<file path="src/rtl/pen_irq_pkg.sv">
package pen_irq_pkg;

  typedef enum logic [1:0] {
    CLS_CONV = 2'd0,
    CLS_POS  = 2'd1,
    CLS_DRV  = 2'd2
  } cmd_class_e;

  // Driver-only commands: 1000, 1001, 1010
  function automatic cmd_class_e classify(input logic [3:0] code);
    if (code[3] && !code[2] && !(code[1] && code[0])) return CLS_DRV;
    if (code[3] && code[2]) return CLS_POS;
    return CLS_CONV;
  endfunction

  function automatic logic is_driver_only(input logic [3:0] code);
    return classify(code) == CLS_DRV;
  endfunction

endpackage

</file>
<file path="src/rtl/pen_cmd_latch.sv">
module pen_cmd_latch
  import pen_irq_pkg::*;
(
  input  logic       clk,
  input  logic       rst_n,
  input  logic       wr_addr_ack,
  input  logic       cmd_valid,
  input  logic [3:0] cmd_code,
  input  logic       cmd_pd0,
  input  logic       cmd_8bit,
  input  logic       xfer_end,
  output logic       drv_cmd,
  output logic       start_conv,
  output logic       start_pd0,
  output logic       start_8bit
);
  logic pend_valid, pend_drv, pend_pd0, pend_8bit;

  assign drv_cmd    = cmd_valid && !wr_addr_ack && (classify(cmd_code) == CLS_DRV);
  assign start_conv = xfer_end && !wr_addr_ack && !cmd_valid && pend_valid && !pend_drv;
  assign start_pd0  = pend_pd0;
  assign start_8bit = pend_8bit;

  always_ff @(posedge clk) begin
    if (!rst_n) begin
      pend_valid <= 1'b0;
      pend_drv   <= 1'b0;
      pend_pd0   <= 1'b1;
      pend_8bit  <= 1'b0;
    end else if (wr_addr_ack) begin
      pend_valid <= 1'b0;
    end else if (cmd_valid) begin
      pend_valid <= 1'b1;
      pend_drv   <= (classify(cmd_code) == CLS_DRV);
      pend_pd0   <= cmd_pd0;
      pend_8bit  <= cmd_8bit;
    end else if (xfer_end) begin
      pend_valid <= 1'b0;
    end
  end
endmodule

</file>
<file path="src/rtl/pen_conv_timer.sv">
module pen_conv_timer #(
  parameter int CONV_CYC_12 = 2000,
  parameter int CONV_CYC_8  = 1400
) (
  input  logic clk,
  input  logic rst_n,
  input  logic start,
  input  logic mode8,
  output logic conv_busy,
  output logic conv_done
);
  localparam int MAXC  = (CONV_CYC_12 > CONV_CYC_8) ? CONV_CYC_12 : CONV_CYC_8;
  localparam int CNT_W = $clog2(MAXC + 1);

  logic [CNT_W-1:0] cnt;
  logic [CNT_W-1:0] load_val;

  assign load_val  = mode8 ? CNT_W'(CONV_CYC_8) : CNT_W'(CONV_CYC_12);
  assign conv_busy = (cnt != '0);
  assign conv_done = (cnt == CNT_W'(1));

  always_ff @(posedge clk) begin
    if (!rst_n)         cnt <= '0;
    else if (start)     cnt <= load_val;
    else if (conv_busy) cnt <= cnt - CNT_W'(1);
  end
endmodule

</file>
<file path="src/rtl/pen_arm_fsm.sv">
module pen_arm_fsm (
  input  logic clk,
  input  logic rst_n,
  input  logic wr_addr_ack,
  input  logic drv_cmd,
  input  logic start_conv,
  input  logic start_pd0,
  input  logic conv_done,
  output logic armed,
  output logic force_low,
  output logic arm_block
);
  always_ff @(posedge clk) begin
    if (!rst_n) begin
      armed     <= 1'b0;
      force_low <= 1'b0;
      arm_block <= 1'b1;
    end else if (wr_addr_ack) begin
      armed     <= 1'b0;
      force_low <= 1'b0;
      arm_block <= 1'b1;
    end else if (drv_cmd) begin
      armed     <= 1'b0;
      force_low <= 1'b1;
    end else if (start_conv) begin
      armed     <= 1'b0;
      arm_block <= start_pd0;
    end else if (conv_done) begin
      armed     <= !arm_block;
    end
  end
endmodule

</file>
<file path="src/rtl/pen_irq_ctrl.sv">
module pen_irq_ctrl #(
  parameter int CONV_CYC_12 = 2000,
  parameter int CONV_CYC_8  = 1400
) (
  input  logic       clk,
  input  logic       rst_n,
  input  logic       wr_addr_ack,
  input  logic       cmd_valid,
  input  logic [3:0] cmd_code,
  input  logic       cmd_pd0,
  input  logic       cmd_8bit,
  input  logic       xfer_end,
  input  logic       panel_touched,
  output logic       pen_det_en,
  output logic       irq_force_low,
  output logic       pen_irq_n
);
  logic drv_cmd, start_conv, start_pd0, start_8bit;
  logic conv_busy, conv_done, arm_block;

  pen_cmd_latch u_latch (
    .clk(clk), .rst_n(rst_n), .wr_addr_ack(wr_addr_ack), .cmd_valid(cmd_valid),
    .cmd_code(cmd_code), .cmd_pd0(cmd_pd0), .cmd_8bit(cmd_8bit), .xfer_end(xfer_end),
    .drv_cmd(drv_cmd), .start_conv(start_conv), .start_pd0(start_pd0),
    .start_8bit(start_8bit)
  );

  pen_conv_timer #(.CONV_CYC_12(CONV_CYC_12), .CONV_CYC_8(CONV_CYC_8)) u_timer (
    .clk(clk), .rst_n(rst_n), .start(start_conv), .mode8(start_8bit),
    .conv_busy(conv_busy), .conv_done(conv_done)
  );

  pen_arm_fsm u_arm (
    .clk(clk), .rst_n(rst_n), .wr_addr_ack(wr_addr_ack), .drv_cmd(drv_cmd),
    .start_conv(start_conv), .start_pd0(start_pd0), .conv_done(conv_done),
    .armed(pen_det_en), .force_low(irq_force_low), .arm_block(arm_block)
  );

  assign pen_irq_n = !(irq_force_low || (pen_det_en && panel_touched));
endmodule

</file>
<file path="config.mk">
export PLATFORM = sky130hd
export DESIGN_NAME = pen_irq_ctrl
export DESIGN_NICKNAME = d
export VERILOG_FILES = /design/src/rtl/pen_irq_pkg.sv /design/src/rtl/pen_cmd_latch.sv /design/src/rtl/pen_conv_timer.sv /design/src/rtl/pen_arm_fsm.sv /design/src/rtl/pen_irq_ctrl.sv
export SDC_FILE = /design/constraint.sdc
export NUM_CORES = 1
export LEC_CHECK = 0
export ABC_AREA = 1
export ABC_CLOCK_PERIOD_IN_PS = 1300
export BUFFER_PORTS_ARGS = -buffer_cell sky130_fd_sc_hd__buf_2
export CAP_MARGIN = 20
export CORE_AREA = 2 2 51 53
export DETAILED_ROUTE_END_ITERATION = 7
export DIE_AREA = 0 0 53 55
export PLACE_DENSITY = 0.63
export REMOVE_ABC_BUFFERS = 1
export SYNTH_ARGS = -nofsm -noshare
export SYNTH_HDL_FRONTEND = slang
export SYNTH_SLANG_ARGS = --single-unit
</file>
<file path="constraint.sdc">
create_clock -name clk -period 1.3 [get_ports clk]
set_input_delay 0.065 -clock clk [delete_from_list [all_inputs] [get_ports clk]]
set_output_delay 0.065 -clock clk [all_outputs]
set_load 0.05 [all_outputs]
</file>
==> flow_metrics.env, run 1 <==
export IMPL_place_hpwl_um=1590
export IMPL_diodes=0
export IMPL_synth_area_um2=996
export IMPL_yosysUniqueCellTypes=24
export IMPL_vdd_ir_drop_max_mv=0.962
export IMPL_routed_wl_um=2040
export IMPL_dieArea_um2=2920
export IMPL_synth_edff_count=0
export IMPL_h_tree_depth=1
export IMPL_clkTransAtPathRegs_ns=0.11
export IMPL_synthArstFlopShare_pct=0
export IMPL_clock_skew_ns=0.00354
export IMPL_first_pass_iters=4
export IMPL_startpoint_type="flip-flop"
export IMPL_drt_initial_drc_count=12
export IMPL_drive_above_1_share_pct=29.4
export IMPL_avgSynthCellArea_um2=6.96
export IMPL_powerDensity_nw_per_um2=2010
export IMPL_fp_row_count=18
export IMPL_grt_max_degree=11
export IMPL_gp_congestion=0.838
export IMPL_rsz0062_at_grt="yes"
export IMPL_cp_arrival_ns=1.43
export IMPL_yosys_area_top_type="dfxtp_1"
export IMPL_post_synth_top_count_cell="nand2_1"
export IMPL_antenna_found_initial=0
export IMPL_ant_nets=0
export IMPL_relSlewSlack_pct=83.6
export IMPL_syn_to_final_growth_pct=24.7
export IMPL_fillCellCount=243
export IMPL_max_cap_viol_count=0
export IMPL_tritoncts="built"
export IMPL_setup_ws_ns=0.0642
export IMPL_numCtsBuffers=3
export IMPL_coreArea_um2=2360
export IMPL_track_usage_pct=15.3
export IMPL_cts_root_buf="clkbuf_4"
export IMPL_max_freq_mhz=809
export IMPL_ys_ff_latch=18
export IMPL_setup_tns_ns=0
export IMPL_grt_pass1_wl_um=3240
export IMPL_pin_count=15
export IMPL_finalNetCount=185
export IMPL_yosys_warnings=0
export IMPL_max_clock_path_buffers=2
export IMPL_cp_max_fo=4
export IMPL_drc=0
export IMPL_crit_type="flip-flop to flip-flop"
export IMPL_synth_top_cells_by_area="dfxtp_1 36%, nand2_1 14%, inv_1 7.9%"
export IMPL_overflow=0
export IMPL_yosys_area_top_type_share_pct=36.2
export IMPL_end_kind="flip-flop"
export IMPL_insertion_delay_ns=0.29
export IMPL_clock_sinks=18
export IMPL_leakagePower_uw=0.000620
export IMPL_hold_path_class="primary input to flip-flop"
export IMPL_synth_common_cells="36 x nand2_1, 21 x inv_1, 19 x nor2_1"
export IMPL_netlist_instances=143
export IMPL_yosysSeqAreaShare_pct=36.2
export IMPL_initial_utilization_pct=42.1
export IMPL_post_place_ws_ns=0.0154
export IMPL_wire_per_inst_um=10.2
export IMPL_tightestPinTransition_ns=0.248
export IMPL_hold_violations=0
export IMPL_drv_slew=0
export IMPL_vias_per_cell=4.66
export IMPL_portBuffers=14
export IMPL_die_w_um=53
export IMPL_worstPathRequired_ns=1.49
export IMPL_first_global_vias=772
export IMPL_period_minus_slack_ns=1.24
export IMPL_ys_flop_type="dfxtp_1"
export IMPL_die_y_um=55
export IMPL_via_count=932
export IMPL_outcome="finished clean"
export IMPL_finalCritPeriodShare_pct=95.1
export IMPL_setup_viol=0
registers in the layout, summed over array words and instances, names as in the netlist:
register and cells:
u_timer.cnt 11, u_latch.start_8bit 1, u_latch.pend_valid 1, u_arm.force_low 1, u_latch.pend_drv 1, u_latch.start_pd0 1
u_arm.armed 1, u_arm.arm_block 1
final timing paths:
kind / start / end / slack [ns] / cells after the start
min reg2reg: u_arm.force_low / u_arm.force_low / 0.46 / 2
max: u_timer.cnt[1] / u_timer.cnt[7] / 0.06 / 9
max reg2reg: u_timer.cnt[1] / u_timer.cnt[7] / 0.06 / 9
min: cmd_8bit / u_latch.start_8bit / 0.007 / 3
through the flow:
stage	hold WS, ns	power (µW)	utilization, %	instances	area, µm²
2_1_floorplan	0.149	1730	-	142	985
3_3_place_gp	0.275	2020	48.4	193	1140
3_5_place_dp	0.279	2030	48.4	193	1140
4_1_cts	0.00427	2390	50.5	198	1190
5_1_grt	0.0260	2730	52.5	200	1240
6_report	0.00725	2500	52.5	200	1240
layout by cell type (no fill, tap or decap), drive strengths merged, types with 2 or more instances in the layout:
cell,netlist,final
nand3,10,10
o21ai,5,5
dlygate4sd3,0,2
xor2,2,2
nor3,4,4
nand2,39,39
a21oi,10,10
nor2,24,24
buf,1,22
inv,23,23
o211ai,2,2
clkbuf,0,4
dfxtp,18,18
ha,2,2
power by group:
| part | internal [µW] | switching (µW) | leakage (µW) |
|---|---|---|---|
| logic | 578 | 844 | 0.000451 |
| registers | 666 | 66.2 | 0.000148 |
| clock network | 170 | 177 | 0.0000210 |
critical path, stage by stage, from the launching register on:
cell and delay [ns]:
dfxtp_2 0.34, inv_2 0.07, ha_4 0.15, nand2_4 0.09, nor2_8 0.15, nand3_2 0.11
nand2_1 0.08, inv_1 0.05, nand2_1 0.05, a21oi_1 0.06
per-layer routing:
layer | part of all wire (%) | up-vias | GRT usage, %
met5 | 0 | - | 0
met4 | 0.64 | 0 | 5.13
met3 | 3.1 | 2 | 3.23
met1 | 48 | 414 | 20.7
li1 | - | 500 | -
met2 | 48 | 16 | 24.4
area by class of cell:
cell class	count	area, µm²	area share [%]
clock buffer	4	36.3	2.92
inverter	24	92.6	7.45
multi-input combinational	100	559	45.0
sequential	18	363	29.2
tap	30	37.5	3.02
timing repair buffer	24	154	12.4
what timing repair did:
item | in CTS | in global routing
setup buffers | 0 | 1
pin swaps | 0 | 5
hold endpoints to repair | 1 | 1
gates resized for setup | 1 | 11
hold buffers | 1 | 1
setup endpoints to repair | 1 | 9
cell families after synthesis:
group | after synthesis | synth area share [%]
AND/OR/NAND/NOR | 79 | 39.6
buffers and inverters | 25 | 10.2
flip-flops | 18 | 36.2
AO/OA/AOI/OAI | 17 | 9.80
XOR/XNOR | 2 | 1.76
adder cells (fa/ha/maj) | 2 | 2.51
No activity file was read; power rests on OpenSTA's default activity.
==> run 2, diff against run 1 <==
--- a/config.mk
+++ b/config.mk
@@ -12,6 +12,7 @@
 export CORE_AREA = 2 2 51 53
 export DETAILED_ROUTE_END_ITERATION = 7
 export DIE_AREA = 0 0 53 55
+export HOLD_SLACK_MARGIN = 0.08
 export PLACE_DENSITY = 0.63
 export REMOVE_ABC_BUFFERS = 1
 export SYNTH_ARGS = -nofsm -noshare
==> run 2 against run 1 <==
Effect of this change: die area is the same; clock-buffer cell count is the same; via count is 2.1% higher; final cell count increased by 2.5%; critical path depth fell by 4; worst hold slack improved by 0.10 ns; setup slack got worse by 0.012 ns; routed wire length is 5.2% higher.
==> flow_metrics.env, run 2 (same netlist as run 1, synthesis figures left out) <==
export IMPL_outcome="finished clean"
export IMPL_pin_count=15
export IMPL_clkTransAtPathRegs_ns=0.11
export IMPL_dieArea_um2=2920
export IMPL_h_tree_depth=1
export IMPL_drc=0
export IMPL_grt_max_degree=11
export IMPL_max_clock_path_buffers=2
export IMPL_tritoncts="built"
export IMPL_setup_viol=0
export IMPL_startpoint_type="primary input"
export IMPL_cp_max_fo=5
export IMPL_drt_initial_drc_count=14
export IMPL_syn_to_final_growth_pct=29.8
export IMPL_hold_depth=4
export IMPL_hold_worst_slack_ns=0.109
export IMPL_drv_slew=0
export IMPL_coreArea_um2=2360
export IMPL_insertion_delay_ns=0.29
export IMPL_grt_pass1_wl_um=3400
export IMPL_largest_register_ffs=11
export IMPL_rsz0062_at_grt="yes"
export IMPL_max_flop_register="u_timer.cnt"
export IMPL_crit_type="primary input to flip-flop"
export IMPL_final_cell_mix="33 x nand2_1, 19 x inv_1, 19 x nor2_1"
export IMPL_first_pass_iters=4
export IMPL_die_w_um=53
export IMPL_finalNetCount=190
export IMPL_top_layer="met4"
export IMPL_vias_per_cell=4.64
export IMPL_track_usage_pct=16.1
export IMPL_powerDensity_nw_per_um2=1950
export IMPL_worstPathRequired_ns=1.49
export IMPL_wire_per_inst_um=10.5
export IMPL_hold_violations=0
export IMPL_diodes=0
export IMPL_antenna_found_initial=0
export IMPL_tightestPinTransition_ns=0.248
export IMPL_timing_rr_end="u_timer.cnt[7]"
export IMPL_drive_above_1_share_pct=28.6
export IMPL_clock_skew_ns=0.00104
export IMPL_hold_path_class="primary input to flip-flop"
export IMPL_fin_util_pct=54.7
export IMPL_overflow=0
export IMPL_numCtsBuffers=3
export IMPL_fillCellCount=236
export IMPL_first_global_vias=826
export IMPL_gp_congestion=0.838
export IMPL_reg2reg_from="u_timer.cnt[1]"
export IMPL_vdd_ir_drop_max_mv=0.961
export IMPL_hold_start="xfer_end"
export IMPL_routed_wl_um=2150
export IMPL_finalCritPeriodShare_pct=95.9
export IMPL_setup_tns_ns=0
export IMPL_cts_root_buf="clkbuf_4"
export IMPL_period_minus_slack_ns=1.25
export IMPL_portBuffers=14
export IMPL_place_hpwl_um=1590
export IMPL_whs_endpoint="u_latch.pend_valid"
export IMPL_r2r_cells=9
export IMPL_layout_commonest_cell="nand2_1"
export IMPL_met2WireLength_um=1040
export IMPL_initial_utilization_pct=42.1
export IMPL_leakagePower_uw=0.000641
export IMPL_die_y_um=55
export IMPL_end_kind="flip-flop"
export IMPL_max_freq_mhz=802
export IMPL_max_cap_viol_count=0
export IMPL_relSlewSlack_pct=83.6
export IMPL_rrSetupSlack_ns=0.06
export IMPL_wl_met1_um=1030
export IMPL_clock_sinks=18
export IMPL_cp_arrival_ns=1.43
export IMPL_ant_nets=0
export IMPL_via_count=952
export IMPL_fp_row_count=18
export IMPL_route_met3_wl_um=64
[run 2: cell count changes in the layout (fill, tap and decap cells not counted)]
| cell | delta |
|---|---|
| dlygate4sd3_1 | +5 |
[run 2: how the worst max path moves through the flow]
stage,startpoint,end,slack [ns],depth (start not counted)
6_report,rst_n,u_latch.start_8bit,0.05,5
5_1_grt,u_timer.cnt[1],u_timer.cnt[3],-0.02,9
4_1_cts,u_timer.cnt[0],u_timer.cnt[3],0.01,9
3_5_place_dp,u_timer.cnt[0],u_timer.cnt[3],0.02,9
3_3_place_gp,u_timer.cnt[0],u_timer.cnt[5],0.03,9
2_1_floorplan,u_arm.armed,pen_irq_n,-0.07,1
[run 2: per-layer routing]
metal / track usage [%] / up-vias
met4: 5.13 / 0
met1: 21.0 / 424
met2: 26.9 / 16
met3: 3.23 / 2
li1: - / 510
met5: 0 / -
[run 2: worst max-delay path, cell delays in order]
cell and delay [ns]:
dlygate4sd3_1 0.54, buf_2 0.15, o21ai_0 0.08, nor2_1 0.05, dlygate4sd3_1 0.55
[run 2: per-stage QoR]
stage	std cells	instance area [µm²]	power (µW)	worst slack, ns
2_1_floorplan	142	985	1730	-0.0746
3_3_place_gp	193	1140	2020	0.0327
3_5_place_dp	193	1140	2030	0.0154
4_1_cts	204	1250	2410	0.0137
5_1_grt	205	1290	2740	-0.0189
6_report	205	1290	2520	0.0527
[run 2: where the power goes]
group	internal (µW)	switching (µW)
Sequential	666	66.2
Combinational	589	848
Clock	170	176
Total	1420	1090
[run 2: final cells by class]
type	instances	area (µm²)	area share (%)
multi-input cells	100	559	43.3
flip-flops and latches	18	363	28.1
repair buffers	29	204	15.8
inverters	24	92.6	7.16
well taps	30	37.5	2.90
clock buffers	4	36.3	2.81
[run 2: repair_timing]
item / CTS / global route
endpoints found under the hold margin: 5 / 0
resized for setup: 1 / 11
endpoints found under the setup margin: 1 / 9
hold buffers: 7 / 0
setup buffers: 0 / 1
pin swaps: 0 / 5
==> run 3, diff against run 2 <==
--- a/config.mk
+++ b/config.mk
@@ -6,7 +6,7 @@
 export NUM_CORES = 1
 export LEC_CHECK = 0
 export ABC_AREA = 1
-export ABC_CLOCK_PERIOD_IN_PS = 1300
+export ABC_CLOCK_PERIOD_IN_PS = 1000
 export BUFFER_PORTS_ARGS = -buffer_cell sky130_fd_sc_hd__buf_2
 export CAP_MARGIN = 20
 export CORE_AREA = 2 2 51 53
@@ -17,4 +17,5 @@
 export REMOVE_ABC_BUFFERS = 1
 export SYNTH_ARGS = -nofsm -noshare
 export SYNTH_HDL_FRONTEND = slang
+export SYNTH_HIERARCHICAL = 1
 export SYNTH_SLANG_ARGS = --single-unit
==> constraint.sdc (replaced) <==
create_clock -name clk -period 1 [get_ports clk]
set_input_delay 0.05 -clock clk [delete_from_list [all_inputs] [get_ports clk]]
set_output_delay 0.05 -clock clk [all_outputs]
set_load 0.05 [all_outputs]
==> run 3 against run 2 <==
Effect of this change: the flow now finishes with violations (negative setup slack); sequential share of layout area is 5.5 points lower; worst hold slack worse by 0.059 ns; sequential power is 43% higher; synthesized cell count is 2.1% lower; flip-flop and latch count stayed put; power is 81% higher; cell area is 26% higher; setup slack worse by 0.39 ns; first-iteration DRC count is 50% higher; via count is 19% higher; clock power is 39% higher.
==> flow_metrics.env, run 3 <==
export IMPL_r2r_cells=8
export IMPL_internal_power_uw=2600
export IMPL_antenna_found_initial=0
export IMPL_h_tree_depth=1
export IMPL_tightestPinTransition_ns=0.299
export IMPL_diodes=0
export IMPL_share_comb_of_total_power_pct=66.5
export IMPL_synthArstFlopShare_pct=0
export IMPL_cp_max_fo=4
export IMPL_max_clock_path_buffers=2
export IMPL_initial_utilization_pct=42.3
export IMPL_netlist_instances=140
export IMPL_clock_power_share_pct=10.6
export IMPL_end_kind="flip-flop"
export IMPL_finalNetCount=218
export IMPL_yosys_area_top_type_share_pct=36.0
export IMPL_grt_pass1_wl_um=4710
export IMPL_final_cell_mix="31 x buf_4, 21 x nand2_1, 17 x inv_1"
export IMPL_drive_above_1_share_pct=48.8
export IMPL_yosysUniqueCellTypes=26
export IMPL_portBuffers=14
export IMPL_clock_skew_ns=0.00793
export IMPL_endpoint="u_timer/cnt[0]"
export IMPL_coreArea_um2=2360
export IMPL_drv_slew=0
export IMPL_ant_nets=0
export IMPL_hold_path_class="primary input to flip-flop"
export IMPL_period_minus_slack_ns=1.33
export IMPL_pin_count=15
export IMPL_max_freq_mhz=750
export IMPL_hold_start="rst_n"
export IMPL_use_met3_pct=2.69
export IMPL_fin_util_pct=68.9
export IMPL_synth_area_um2=1000
export IMPL_failed_checks="negative setup slack"
export IMPL_vias_per_cell=4.88
export IMPL_finalCritPeriodShare_pct=133
export IMPL_use_met1_pct=24.8
export IMPL_overflow=0
export IMPL_hold_violations=0
export IMPL_switchingPower_uw=1950
export IMPL_die_w_um=53
export IMPL_top_usage_layer="met2"
export IMPL_tritoncts="built"
export IMPL_first_global_vias=1097
export IMPL_grt_max_degree=11
export IMPL_yosys_warnings=6
export IMPL_vdd_ir_drop_max_mv=1.77
export IMPL_cp_arrival_ns=1.57
export IMPL_die_y_um=55
export IMPL_ys_ff_latch=18
export IMPL_clock_sinks=18
export IMPL_crit_type="flip-flop to flip-flop"
export IMPL_startpoint_type="flip-flop"
export IMPL_synth_common_cells="25 x nand2_1, 21 x inv_1, 18 x dfxtp_1, 18 x nor2_1, 7 x nand3_1"
export IMPL_yosys_area_top_type="dfxtp_1"
export IMPL_clkTransAtPathRegs_ns=0.12
export IMPL_drt_initial_drc_count=21
export IMPL_via_count=1137
export IMPL_postLayoutCellArea_um2=1630
export IMPL_timing_rr_end="u_timer/cnt[0]"
export IMPL_leakagePower_uw=0.000786
export IMPL_layout_commonest_cell="buf_4"
export IMPL_insertion_delay_ns=0.31
export IMPL_routed_wl_um=3060
export IMPL_setup_ws_ns=-0.333
export IMPL_startpoint="u_timer/cnt[0]"
export IMPL_reg2reg_from="u_timer/cnt[0]"
export IMPL_post_synth_top_count_cell="nand2_1"
export IMPL_avgSynthCellArea_um2=7.15
export IMPL_synth_top_cells_by_area="dfxtp_1 36%, nand2_1 9.4%, inv_1 7.9%"
export IMPL_setup_viol=14
export IMPL_netSwitchingFraction_pct=42.9
export IMPL_outcome="finished, violations left"
export IMPL_cts_root_buf="clkbuf_4"
export IMPL_track_usage_pct=22.3
export IMPL_worstPathRequired_ns=1.24
export IMPL_first_pass_iters=4
export IMPL_met2_usage_pct=41.3
export IMPL_power_frac_seq_pct=23.0
export IMPL_largest_register_ffs=11
export IMPL_rsz0062_at_grt="yes"
export IMPL_place_area_um2=1280
export IMPL_max_flop_register="u_timer/cnt"
export IMPL_place_hpwl_um=1800
export IMPL_powerDensity_nw_per_um2=2790
export IMPL_rrSetupSlack_ns=-0.33
export IMPL_wire_per_inst_um=13.1
export IMPL_numCtsBuffers=3
export IMPL_relSlewSlack_pct=80.0
export IMPL_fp_row_count=18
export IMPL_drc=0
export IMPL_syn_to_final_growth_pct=62.7
export IMPL_yosysSeqAreaShare_pct=36.0
export IMPL_dieArea_um2=2920
export IMPL_gp_congestion=0.819
export IMPL_ys_flop_type="dfxtp_1"
export IMPL_synth_edff_count=0
export IMPL_max_cap_viol_count=0
[run 3: cell types whose count changed after synthesis, moves of 2 or more]
cell	before	now
o211ai_1	2	0
o21ai_1	0	2
a21oi_1	8	6
a21oi_2	2	4
nor2_4	2	4
nor3_1	3	6
inv_2	2	5
nand2_1	36	25
[run 3: power groups by stage]
stage          Clock (µW)  Combinational (µW)  Sequential, µW
3_3_place_gp            0                2110            1020
3_5_place_dp            0                2130            1030
5_1_grt               502                3260            1070
4_1_cts               475                2620            1040
6_report              481                3020            1050
2_1_floorplan           0                1370            1050
[run 3: logic make-up after synthesis]
logic type	share of synthesized area, %
AND/OR/NAND/NOR	37.4
adder cells (fa/ha/maj)	2.50
AO/OA/AOI/OAI	12.6
XOR/XNOR	1.75
flip-flops	36.0
buffers and inverters	9.75
[run 3: area by class of cell]
| class | instances | area, µm² |
|---|---|---|
| Clock buffer | 4 | 36.3 |
| Fill cell | 195 | 736 |
| Inverter | 26 | 97.6 |
| Multi-Input combinational cell | 96 | 611 |
| Sequential cell | 18 | 368 |
| Tap cell | 30 | 37.5 |
| Timing Repair Buffer | 59 | 479 |
[run 3: worst max-delay path, stage by stage (launching register included)]
cell,delay [ns]
dfxtp_2,0.35
inv_2,0.07
ha_4,0.14
nand3_4,0.08
nor2_4,0.17
nand2_4,0.11
nor2_8,0.13
o21ai_2,0.06
nor2_1,0.14
[run 3: worst min-delay path by stage]
| stage | endpoint | slack, ns | cells after the start |
|---|---|---|---|
| after global routing | u_timer/cnt[8] | 0.08 | 3 |
| after global placement | u_latch/start_pd0 | 0.27 | 3 |
| after floorplan | u_latch/pend_valid | 0.13 | 1 |
| after CTS | u_arm/arm_block | 0.1 | 4 |
| final | u_latch/start_8bit | 0.05 | 3 |
| after detailed placement | u_latch/start_pd0 | 0.27 | 3 |
[run 3: per-layer routing]
| metal | vias up | share of wire [%] |
|---|---|---|
| met4 | 0 | 1.1 |
| met3 | 6 | 3.4 |
| met1 | 538 | 41 |
| met5 | - | 0 |
| met2 | 28 | 54 |
| li1 | 565 | - |
[run 3: stage by stage]
step / instances / worst slack [ns] / setup TNS [ns] / hold slack (ns) / total power (µW)
after floorplan: 140 / -0.486 / -4.53 / 0.129 / 2410
after global placement: 207 / -0.291 / -2.90 / 0.267 / 3130
after detailed placement: 207 / -0.360 / -3.53 / 0.270 / 3160
after CTS: 226 / -0.300 / -2.94 / 0.0956 / 4130
after global routing: 233 / -0.414 / -4.62 / 0.0769 / 4840
final: 233 / -0.333 / -3.68 / 0.0506 / 4550
[run 3: what timing repair did]
item,4_1_cts,5_1_grt
hold buffers,7,3
setup buffers,8,5
resized for setup,27,9
hold endpoints to repair,7,1
pin swaps,18,12
endpoints found under the setup margin,16,15
